<file path="src/rtl/timer_pkg.sv">
// Package: shared register offsets, control bit positions and divider limits
// for the dual interval timer. Assumes byte addressing with a 0x80 stride.
package timer_pkg;
    localparam int OFF_W      = 7;
    localparam logic [OFF_W-1:0] OFF_CTRL = 7'h00;
    localparam logic [OFF_W-1:0] OFF_STAT = 7'h04;
    localparam logic [OFF_W-1:0] OFF_TERM = 7'h08;
    localparam logic [OFF_W-1:0] OFF_CNT  = 7'h0C;
    localparam int BIT_IE     = 8;
    localparam int BIT_RUN    = 5;
    localparam int BIT_SHOT   = 4;
    localparam int CODE_W     = 4;
    localparam int MAX_CODE   = 8;
endpackage

</file>
<file path="src/rtl/timer_prescaler.sv">
// Module: per-channel power-of-two clock divider. Emits a one-cycle tick every
// 2^n enabled cycles, n taken from the code and clamped to MAX_CODE.
// Assumes restart and run are never both needed at once (restart wins).
module timer_prescaler #(
    parameter int CODE_W   = 4,
    parameter int MAX_CODE = 8
) (
    input  logic              clk,
    input  logic              rst_n,
    input  logic              run,
    input  logic              restart,
    input  logic [CODE_W-1:0] code,
    output logic              tick
);
    localparam int DIV_W = MAX_CODE;

    logic [DIV_W-1:0]  div_q;
    logic [DIV_W-1:0]  mask;
    logic [CODE_W-1:0] eff;

    // Clamp reserved codes and build the low-bit mask for the chosen ratio.
    always_comb begin
        eff = (code > CODE_W'(MAX_CODE)) ? CODE_W'(MAX_CODE) : code;
        for (int i = 0; i < DIV_W; i++) begin
            mask[i] = (i < int'(eff));
        end
    end

    assign tick = run && ((div_q & mask) == mask);

    // Free-running divider, cleared on channel start.
    always_ff @(posedge clk) begin
        if (!rst_n) begin
            div_q <= '0;
        end else if (restart) begin
            div_q <= '0;
        end else if (run) begin
            div_q <= div_q + 1'b1;
        end
    end
endmodule

</file>
<file path="src/rtl/timer_channel.sv">
// Module: one interval channel with control, flag, terminal and count state.
// Counts up on prescaled ticks, flags on match, wraps or stops by mode.
// Assumes CNT_W <= DATA_W and that the strobes are already address-decoded.
module timer_channel
    import timer_pkg::*;
#(
    parameter int CNT_W  = 16,
    parameter int DATA_W = 16
) (
    input  logic              clk,
    input  logic              rst_n,
    input  logic              ctrl_wr,
    input  logic              stat_wr,
    input  logic              term_wr,
    input  logic [DATA_W-1:0] wdata,
    output logic [DATA_W-1:0] ctrl_word,
    output logic              run,
    output logic              shot,
    output logic              ie,
    output logic              flag,
    output logic [CNT_W-1:0]  term,
    output logic [CNT_W-1:0]  count,
    output logic              irq
);
    logic              ie_q, run_q, shot_q, flag_q;
    logic [CODE_W-1:0] code_q;
    logic [CNT_W-1:0]  term_q, cnt_q;
    logic              start, tick, match;

    assign start = ctrl_wr && wdata[BIT_RUN] && !run_q;
    assign match = tick && (cnt_q == term_q);

    timer_prescaler #(.CODE_W(CODE_W), .MAX_CODE(MAX_CODE)) u_presc (
        .clk     (clk),
        .rst_n   (rst_n),
        .run     (run_q),
        .restart (start),
        .code    (code_q),
        .tick    (tick)
    );

    // Control word: software writes win, single-shot match drops run.
    always_ff @(posedge clk) begin
        if (!rst_n) begin
            ie_q   <= 1'b0;
            run_q  <= 1'b0;
            shot_q <= 1'b0;
            code_q <= '0;
        end else if (ctrl_wr) begin
            ie_q   <= wdata[BIT_IE];
            run_q  <= wdata[BIT_RUN];
            shot_q <= wdata[BIT_SHOT];
            code_q <= wdata[CODE_W-1:0];
        end else if (match && shot_q) begin
            run_q  <= 1'b0;
        end
    end

    // Terminal value register.
    always_ff @(posedge clk) begin
        if (!rst_n) begin
            term_q <= '0;
        end else if (term_wr) begin
            term_q <= wdata[CNT_W-1:0];
        end
    end

    // Up counter: cleared on start, wraps in periodic mode, holds in single-shot.
    always_ff @(posedge clk) begin
        if (!rst_n) begin
            cnt_q <= '0;
        end else if (start) begin
            cnt_q <= '0;
        end else if (tick) begin
            if (!match) begin
                cnt_q <= cnt_q + 1'b1;
            end else if (!shot_q) begin
                cnt_q <= '0;
            end
        end
    end

    // Expiry flag: set on match, cleared by writing one; set wins.
    always_ff @(posedge clk) begin
        if (!rst_n) begin
            flag_q <= 1'b0;
        end else if (match) begin
            flag_q <= 1'b1;
        end else if (stat_wr && wdata[0]) begin
            flag_q <= 1'b0;
        end
    end

    // Readback image of the control word.
    always_comb begin
        ctrl_word             = '0;
        ctrl_word[BIT_IE]     = ie_q;
        ctrl_word[BIT_RUN]    = run_q;
        ctrl_word[BIT_SHOT]   = shot_q;
        ctrl_word[CODE_W-1:0] = code_q;
    end

    assign run   = run_q;
    assign shot  = shot_q;
    assign ie    = ie_q;
    assign flag  = flag_q;
    assign term  = term_q;
    assign count = cnt_q;
    assign irq   = flag_q & ie_q;
endmodule

</file>
<file path="src/rtl/dual_interval_timer.sv">
// Module: top of the interval timer. Decodes the register port onto NUM_CH
// channels at a 0x80 stride starting at 0x80 and merges their read data.
// Assumes ADDR_W leaves room for NUM_CH+1 blocks of 0x80 bytes.
module dual_interval_timer
    import timer_pkg::*;
#(
    parameter int NUM_CH = 2,
    parameter int CNT_W  = 16,
    parameter int DATA_W = 16,
    parameter int ADDR_W = 9
) (
    input  logic              clk,
    input  logic              rst_n,
    input  logic [ADDR_W-1:0] bus_addr,
    input  logic              bus_we,
    input  logic [DATA_W-1:0] bus_wdata,
    output logic [DATA_W-1:0] bus_rdata,
    output logic [NUM_CH-1:0] irq
);
    localparam int SEL_W = ADDR_W - OFF_W;

    logic [OFF_W-1:0]              off;
    logic [NUM_CH-1:0]             hit, ctrl_wr, stat_wr, term_wr;
    logic [NUM_CH-1:0]             ch_run, ch_shot, ch_ie, ch_flag;
    logic [NUM_CH-1:0][CNT_W-1:0]  ch_term, ch_count;
    logic [NUM_CH-1:0][DATA_W-1:0] ch_ctrl, ch_rd;

    assign off = bus_addr[OFF_W-1:0];

    for (genvar c = 0; c < NUM_CH; c++) begin : g_ch
        assign hit[c]     = (bus_addr[ADDR_W-1:OFF_W] == SEL_W'(c + 1));
        assign ctrl_wr[c] = bus_we && hit[c] && (off == OFF_CTRL);
        assign stat_wr[c] = bus_we && hit[c] && (off == OFF_STAT);
        assign term_wr[c] = bus_we && hit[c] && (off == OFF_TERM);

        timer_channel #(.CNT_W(CNT_W), .DATA_W(DATA_W)) u_chan (
            .clk       (clk),
            .rst_n     (rst_n),
            .ctrl_wr   (ctrl_wr[c]),
            .stat_wr   (stat_wr[c]),
            .term_wr   (term_wr[c]),
            .wdata     (bus_wdata),
            .ctrl_word (ch_ctrl[c]),
            .run       (ch_run[c]),
            .shot      (ch_shot[c]),
            .ie        (ch_ie[c]),
            .flag      (ch_flag[c]),
            .term      (ch_term[c]),
            .count     (ch_count[c]),
            .irq       (irq[c])
        );

        // Per-channel read word, zero when the address misses this channel.
        always_comb begin
            ch_rd[c] = '0;
            if (hit[c]) begin
                case (off)
                    OFF_CTRL: ch_rd[c] = ch_ctrl[c];
                    OFF_STAT: ch_rd[c] = DATA_W'(ch_flag[c]);
                    OFF_TERM: ch_rd[c] = DATA_W'(ch_term[c]);
                    OFF_CNT:  ch_rd[c] = DATA_W'(ch_count[c]);
                    default:  ch_rd[c] = '0;
                endcase
            end
        end
    end

    // Merge the per-channel read words; at most one is non-zero.
    always_comb begin
        bus_rdata = '0;
        for (int c = 0; c < NUM_CH; c++) begin
            bus_rdata = bus_rdata | ch_rd[c];
        end
    end
endmodule

</file>
<file path="config.mk">
export PLATFORM = sky130hd
export DESIGN_NAME = dual_interval_timer
export DESIGN_NICKNAME = d
export VERILOG_FILES = /design/src/rtl/timer_pkg.sv /design/src/rtl/timer_prescaler.sv /design/src/rtl/timer_channel.sv /design/src/rtl/dual_interval_timer.sv
export SDC_FILE = /design/constraint.sdc
export NUM_CORES = 1
export LEC_CHECK = 0
export BUFFER_PORTS_ARGS = -buffer_cell sky130_fd_sc_hd__buf_2
export CAP_MARGIN = 10
export CORE_ASPECT_RATIO = 1.5
export CORE_UTILIZATION = 30
export DETAILED_ROUTE_END_ITERATION = 10
export PLACE_DENSITY_LB_ADDON = 0.2
export SETUP_SLACK_MARGIN = 0.02
export SLEW_MARGIN = 25
export SYNTH_ARGS = -nofsm -noshare
export SYNTH_HDL_FRONTEND = slang
export SYNTH_SLANG_ARGS = --single-unit
</file>
<file path="constraint.sdc">
create_clock -name clk -period 2.4 [get_ports clk]
set_input_delay 0.12 -clock clk [delete_from_list [all_inputs] [get_ports clk]]
set_output_delay 0.12 -clock clk [all_outputs]
set_load 0.02 [all_outputs]
</file>
Yosys cells after proc, flatten, opt, wreduce, memory -nomap -nowiden. Index checks and enable logic that the tools add are counted.

Register bits after elaboration: 96. Output and inout bits: 18. Logic and storage cells: 104.

Add/subtract/negate cells: 4. Order comparisons: 18. Equal/unequal tests: 11. Muxes and demuxes: 18. Bitwise logic cells: 6. Reductions and logical operators: 31.

Operator list (count): $pmux 16 s4 (2); $mux 16 (6); $add 16x1->16 const B (2); $eq 16x16->1 (2); $lt 3x4->1 const A (8); $logic_and 1x1->1 (20); $add 8x1->8 const B (2); $and 8x8->8 (2); $eq 8x8->1 (2); $lt 1x4->1 const A (4); $lt 2x4->1 const A (4); $or 16x16->16 (1); $eq 7x4->1 const B (2); $gt 4x4->1 const B (2); $mux 1 (8); $mux 4 (2); $reduce_bool 2->1 (4); $eq 7x3->1 const B (1); $logic_not 7->1 (1); $ne 2x2->1 const B (2); $reduce_and 2->1 (2); $reduce_or 2->1 (2); $and 1x1->1 (2); $eq 2x1->1 const B (1); 3 further kinds (4).

Longest topological paths before layout.
Depth in word-level cells: 10. Gate-level depth with buffers: 9. Gate-level depth less buffers: 6.

Modules after synthesis. From an unflattened synthesis, not the netlist that was laid out.

Cells, all modules: 717. Area total of the unflattened synthesis: 6299.8 um^2.

Modules (own cells, without submodules): timer_channel (times used 2, cells each 245, area each 2159.6 um^2); dual_interval_timer (times used 1, cells each 123, area each 1122.3 um^2); timer_prescaler (times used 2, cells each 52, area each 429.2 um^2).

Least setup slack after synthesis. OpenSTA, ideal clock, no wires.

Kind: input port to output port. Start point: input port bus_addr[0]. End point: output port bus_rdata[13]. Arrival time: 2168 ps. Data required time: 2280 ps. Slack: 112 ps. Stages on the path: 7. Path through: or4_4 > or2_1 > clkbuf_1 > nor3b_2 > buf_2 > a22oi_1 > o22ai_1.

Word-level cells in the longest chain between the ends: 4. Elaborated cells between the ends (all ways): 9.

Ends and longest elaborated chain: start, declared (RTL line dual_interval_timer.sv:14) `input logic [ADDR_W-1:0] bus_addr,`; $eq 7x4->1 (tied with other cells) (RTL line dual_interval_timer.sv:57) `case (off)`; $pmux 16 s4 (RTL line dual_interval_timer.sv:57); $mux 16 (RTL line dual_interval_timer.sv:56) `if (hit[c]) begin`; $or 16x16->16 (*) (RTL line dual_interval_timer.sv:72) `bus_rdata = bus_rdata | ch_rd[c];`; end, declared (RTL line dual_interval_timer.sv:17) `output logic [DATA_W-1:0] bus_rdata,`.

Every way passes the cells marked *; elsewhere a longest branch is shown, timed or not.

Worst setup path after layout.
Start point: input port bus_addr[0]. End point: output port bus_rdata[14].

Same word-level chain as after synthesis.

==> results <==
- The run finished with clean final reports.
- The worst setup path is of the in2out kind.
- Among all cell types in the netlist, the one instantiated most often is sky130_fd_sc_hd__dfxtp_1.
- For the worst setup path, the data required time is 2280 ps.
- For this run, the detailed router's first-pass iteration total came to 5.
- Of the available clock period, the critical path in the final layout requires 0.926.
- Counting every net in the synthesized netlist gives a little under 700.
- The share of total power dissipated in sequential elements is 0.485.
- Setup violations remaining at the end of the flow were counted as 0.
- After the first detailed-routing iteration, the DRC count stood at 357.
- The clock latency on the worst-skew pair is 340 ps.
- For this run, the top clock speed supported by timing is 450 MHz.
- The data arrival time of the critical path is ~2100 ps.
- Of the total power, the clock network draws 0.471.
- The count of input and output buffers is 45.
- In this run the standard cell core region covers 0.0179 mm².
- The max-cap check violation count is 0.
- Of the total power, the share spent switching nets is 0.221.
- The horizontal die dimension is 112 µm.
- Ranked by total cell area, the synthesized netlist is headed by sky130_fd_sc_hd__dfxtp_1 35%, sky130_fd_sc_hd__mux2i_1 5.8%, sky130_fd_sc_hd__xor2_1 4.5%, sky130_fd_sc_hd__a22oi_1 4.1%, sky130_fd_sc_hd__nor2b_1 3.4%.
- The most used flip-flop cell after synthesis is sky130_fd_sc_hd__dfxtp_1.
- The initial antenna violation count is 0.
- Summed over all failing endpoints, the final setup total negative slack is 0 ps.
- The setup skew after layout is 7.68 ps.
- At the pin with the least slew margin, the transition time is 642 ps.
- The number of I/O pins is 46.
- The area enclosed by the die boundary is about 0.019 mm².
- The maximum root-to-sink buffer count is 2.
- The final hold violation count is 0.
- In this run the core area contains 60 standard-cell rows.
- For this run, design rule violations remaining after detail routing come to 0.
- The leakage dissipation is 0.00237 µW.
- The via count of the first global-routing pass is 4980.
- The number of warnings reported in the yosys synthesis log is 0.
- The first global-routing pass estimated between 20000 and 30000 µm of wire.
- The class of the tightest hold or removal check is in2reg.
- The number of cells produced by synthesis is 647.
- The mean post-synth cell area is approximately 8.5 µm².
- TritonCTS built the clock tree.
- The highest ir drop seen on vdd is 0.307 mV.
- The proportion of power drawn by combinational gates is 0.043.
- The fraction of synthesis flops using an asynchronous set or reset pin is 0.
- The area share of the leading cell type in the synthesized netlist is 0.351.
- The shortest period the worst path allows is 2220 ps.
- In the final routed layout, each cell accounts on average for approximately 18 µm.
- The number of clock sinks seen by CTS is 96.
- The H-tree depth is 3.
- The met3 track demand over resource in global routing is 0.0261.
- The total inserted antenna cells is 0.
- The HPWL after detailed placement is ~13000 µm.
- The post-CTS resize count is 0.
- In the global route stage, overall resource usage came out at 0.182.
- Yosys mapped the design onto 61 distinct sky130hd cell types.
- The post-CTS repair timing setup buffer count is 0.
- Clock-pin slew was measured on the worst setup and hold paths at 70 ps.
- Compared with the post-synthesis result, the final layout area differs by 18.5%.
- The final count of pins violating max slew was 0.
- The final layout net count is 736.
- For this run, the register share of the synthesized area comes to 0.351.
- The via count normalized by instance count is 5.40.
- The internal power of the cells totals approximately 2600 µW.
- The total of flip-flops plus latches after synthesis is 96.
- The congestion estimate from routability-driven global placement came to 0.914.
- The initial utilization of the core area, before any placement, comes to 0.306.
- For this design the ratio of total power to cell area is 505 mW/mm².
- For this design the total switching power over the nets is 727 µW.
- In this run the tightest slew margin relative to its limit is 0.570.
- The worst setup path is captured at an output pin.
- The clock buffer count from CTS is 9.
- The biggest area contributor in the post-synthesis netlist is sky130_fd_sc_hd__dfxtp_1.
- For this run, global-route usage on met2 was measured as 0.349.
- Setup repair after global routing left no endpoint under its margin.
- The top fanout value on the critical path is 9.
- The total power draw is 3280 µW.
- The root buffer cell is sky130_fd_sc_hd__clkbuf_16.
- The number of buffers inserted by hold repair at cts is 0.
- The number of enable-type register cells in the synthesized netlist is 0.
- The share of final-layout standard cells stronger than drive strength 1 is 0.185.
- In the global route stage, met1 resource usage came out at 0.193.
- By count the netlist is led by 96 x sky130_fd_sc_hd__dfxtp_1, 49 x sky130_fd_sc_hd__nand2_1, 38 x sky130_fd_sc_hd__nor2_1.
- The worst setup path is launched from a primary input.
- The number of nets with antenna violations after routing is 0.
- The floorplan step set the die height to 168 µm.
- Summed over all layers, the routed wires come to 16900 µm.
- The most congested layer reported by global routing is met2.
- The total congestion overflow after global routing is 0.
- The post-synthesis instance area is 0.00548 mm².
- The pin count of the biggest net entering global routing is 53.
- Detailed routing inserted a total of 4994 vias.
## layout make-up
| type | instances | area [µm²] |
|---|---|---|
| clock buffers | 10 | 229 |
| clock inverters | 5 | 82.6 |
| fillers | 1866 | 11400 |
| inverters | 7 | 26.3 |
| multi-input cells | 496 | 3340 |
| flip-flops and latches | 96 | 1920 |
| well taps | 217 | 272 |
| repair buffers | 94 | 631 |
## logic make-up after synthesis
| logic type | after synthesis | synth area share |
|---|---|---|
| compound gates | 153 | 0.192 |
| mux | 45 | 0.0872 |
| fa+ha+maj | 4 | 0.00913 |
| buf+inv | 55 | 0.0420 |
| xor+xnor | 46 | 0.0735 |
| simple gates | 248 | 0.246 |
| flops | 96 | 0.351 |
## routing by layer
| layer | wire length [µm] | vias up |
|---|---|---|
| met1 | 6690 | 2373 |
| li1 | - | 2476 |
| met2 | 9230 | 115 |
| met5 | 0 | - |
| met3 | 481 | 30 |
| met4 | 505 | 0 |
## layout by cell type (no fill, tap or decap), drive strengths merged, types with 6 or more instances in the layout
cell type | synthesis | routed
nand2b | 8 | 8
or4 | 11 | 11
o22a | 6 | 6
a21oi | 16 | 16
a21boi | 18 | 18
mux2i | 32 | 32
nand2 | 49 | 49
or3 | 11 | 11
or2 | 6 | 6
o22ai | 8 | 8
xnor2 | 18 | 18
inv | 7 | 7
o31ai | 9 | 9
nor4 | 12 | 12
nand3b | 8 | 8
clkbuf | 37 | 10
buf | 11 | 94
o21ai | 37 | 37
and3 | 18 | 18
nand4 | 19 | 19
xor2 | 28 | 28
nand3 | 23 | 23
mux2 | 12 | 12
nor2 | 39 | 39
a22oi | 30 | 30
dfxtp | 96 | 96
nor2b | 30 | 30
## worst max-delay path: stages
cell and delay (ps):
sky130_fd_sc_hd__buf_2 100, sky130_fd_sc_hd__or4_4 570, sky130_fd_sc_hd__or2_1 280, sky130_fd_sc_hd__buf_4 190
sky130_fd_sc_hd__nor2_1 200, sky130_fd_sc_hd__a22oi_1 110, sky130_fd_sc_hd__o21ai_0 290, sky130_fd_sc_hd__buf_2 230
## state kept, by name, indices dropped and copies added, names as in the netlist
register / count
g_ch.u_chan.shot: 2
g_ch.u_chan.run: 2
g_ch.u_chan.count: 32
g_ch.u_chan.code_q: 8
g_ch.u_chan.ie: 2
g_ch.u_chan.term: 32
g_ch.u_chan.u_presc.div_q: 16
g_ch.u_chan.flag: 2
## worst paths after layout
check	startpoint	to	slack, ps	depth (start not counted)
max reg2reg	g_ch[0].u_chan.count[5]	g_ch[0].u_chan.count[11]	180	6
max	bus_addr[0]	bus_rdata[14]	180	8
min reg2reg	g_ch[0].u_chan.term[4]	g_ch[0].u_chan.term[4]	510	2
min	bus_wdata[7]	g_ch[0].u_chan.term[7]	40	3
## per-stage QoR
step / cell area, µm² / setup WS, ps / hold slack (ps) / std cells / util
after floorplan: 5480 / 112 / 252 / 647 / -
after global placement: 6190 / 77.7 / 402 / 910 / 0.345
after detailed placement: 6190 / 43.9 / 402 / 910 / 0.345
after CTS: 6500 / 178 / 33.8 / 925 / 0.362
after global routing: 6500 / 74.8 / 46.9 / 925 / 0.362
final: 6500 / 177 / 44.2 / 925 / 0.362
## power groups by stage
| stage | sequential (µW) | clock (µW) | combinational [µW] |
|---|---|---|---|
| finish | 1590 | 1550 | 142 |
| floorplan | 1630 | 0 | 70.3 |
| CTS | 1590 | 1580 | 142 |
| detailed placement | 1630 | 0 | 142 |
| global placement | 1630 | 0 | 141 |
| global route | 1590 | 1660 | 153 |
(Power assumes the default switching activity.)
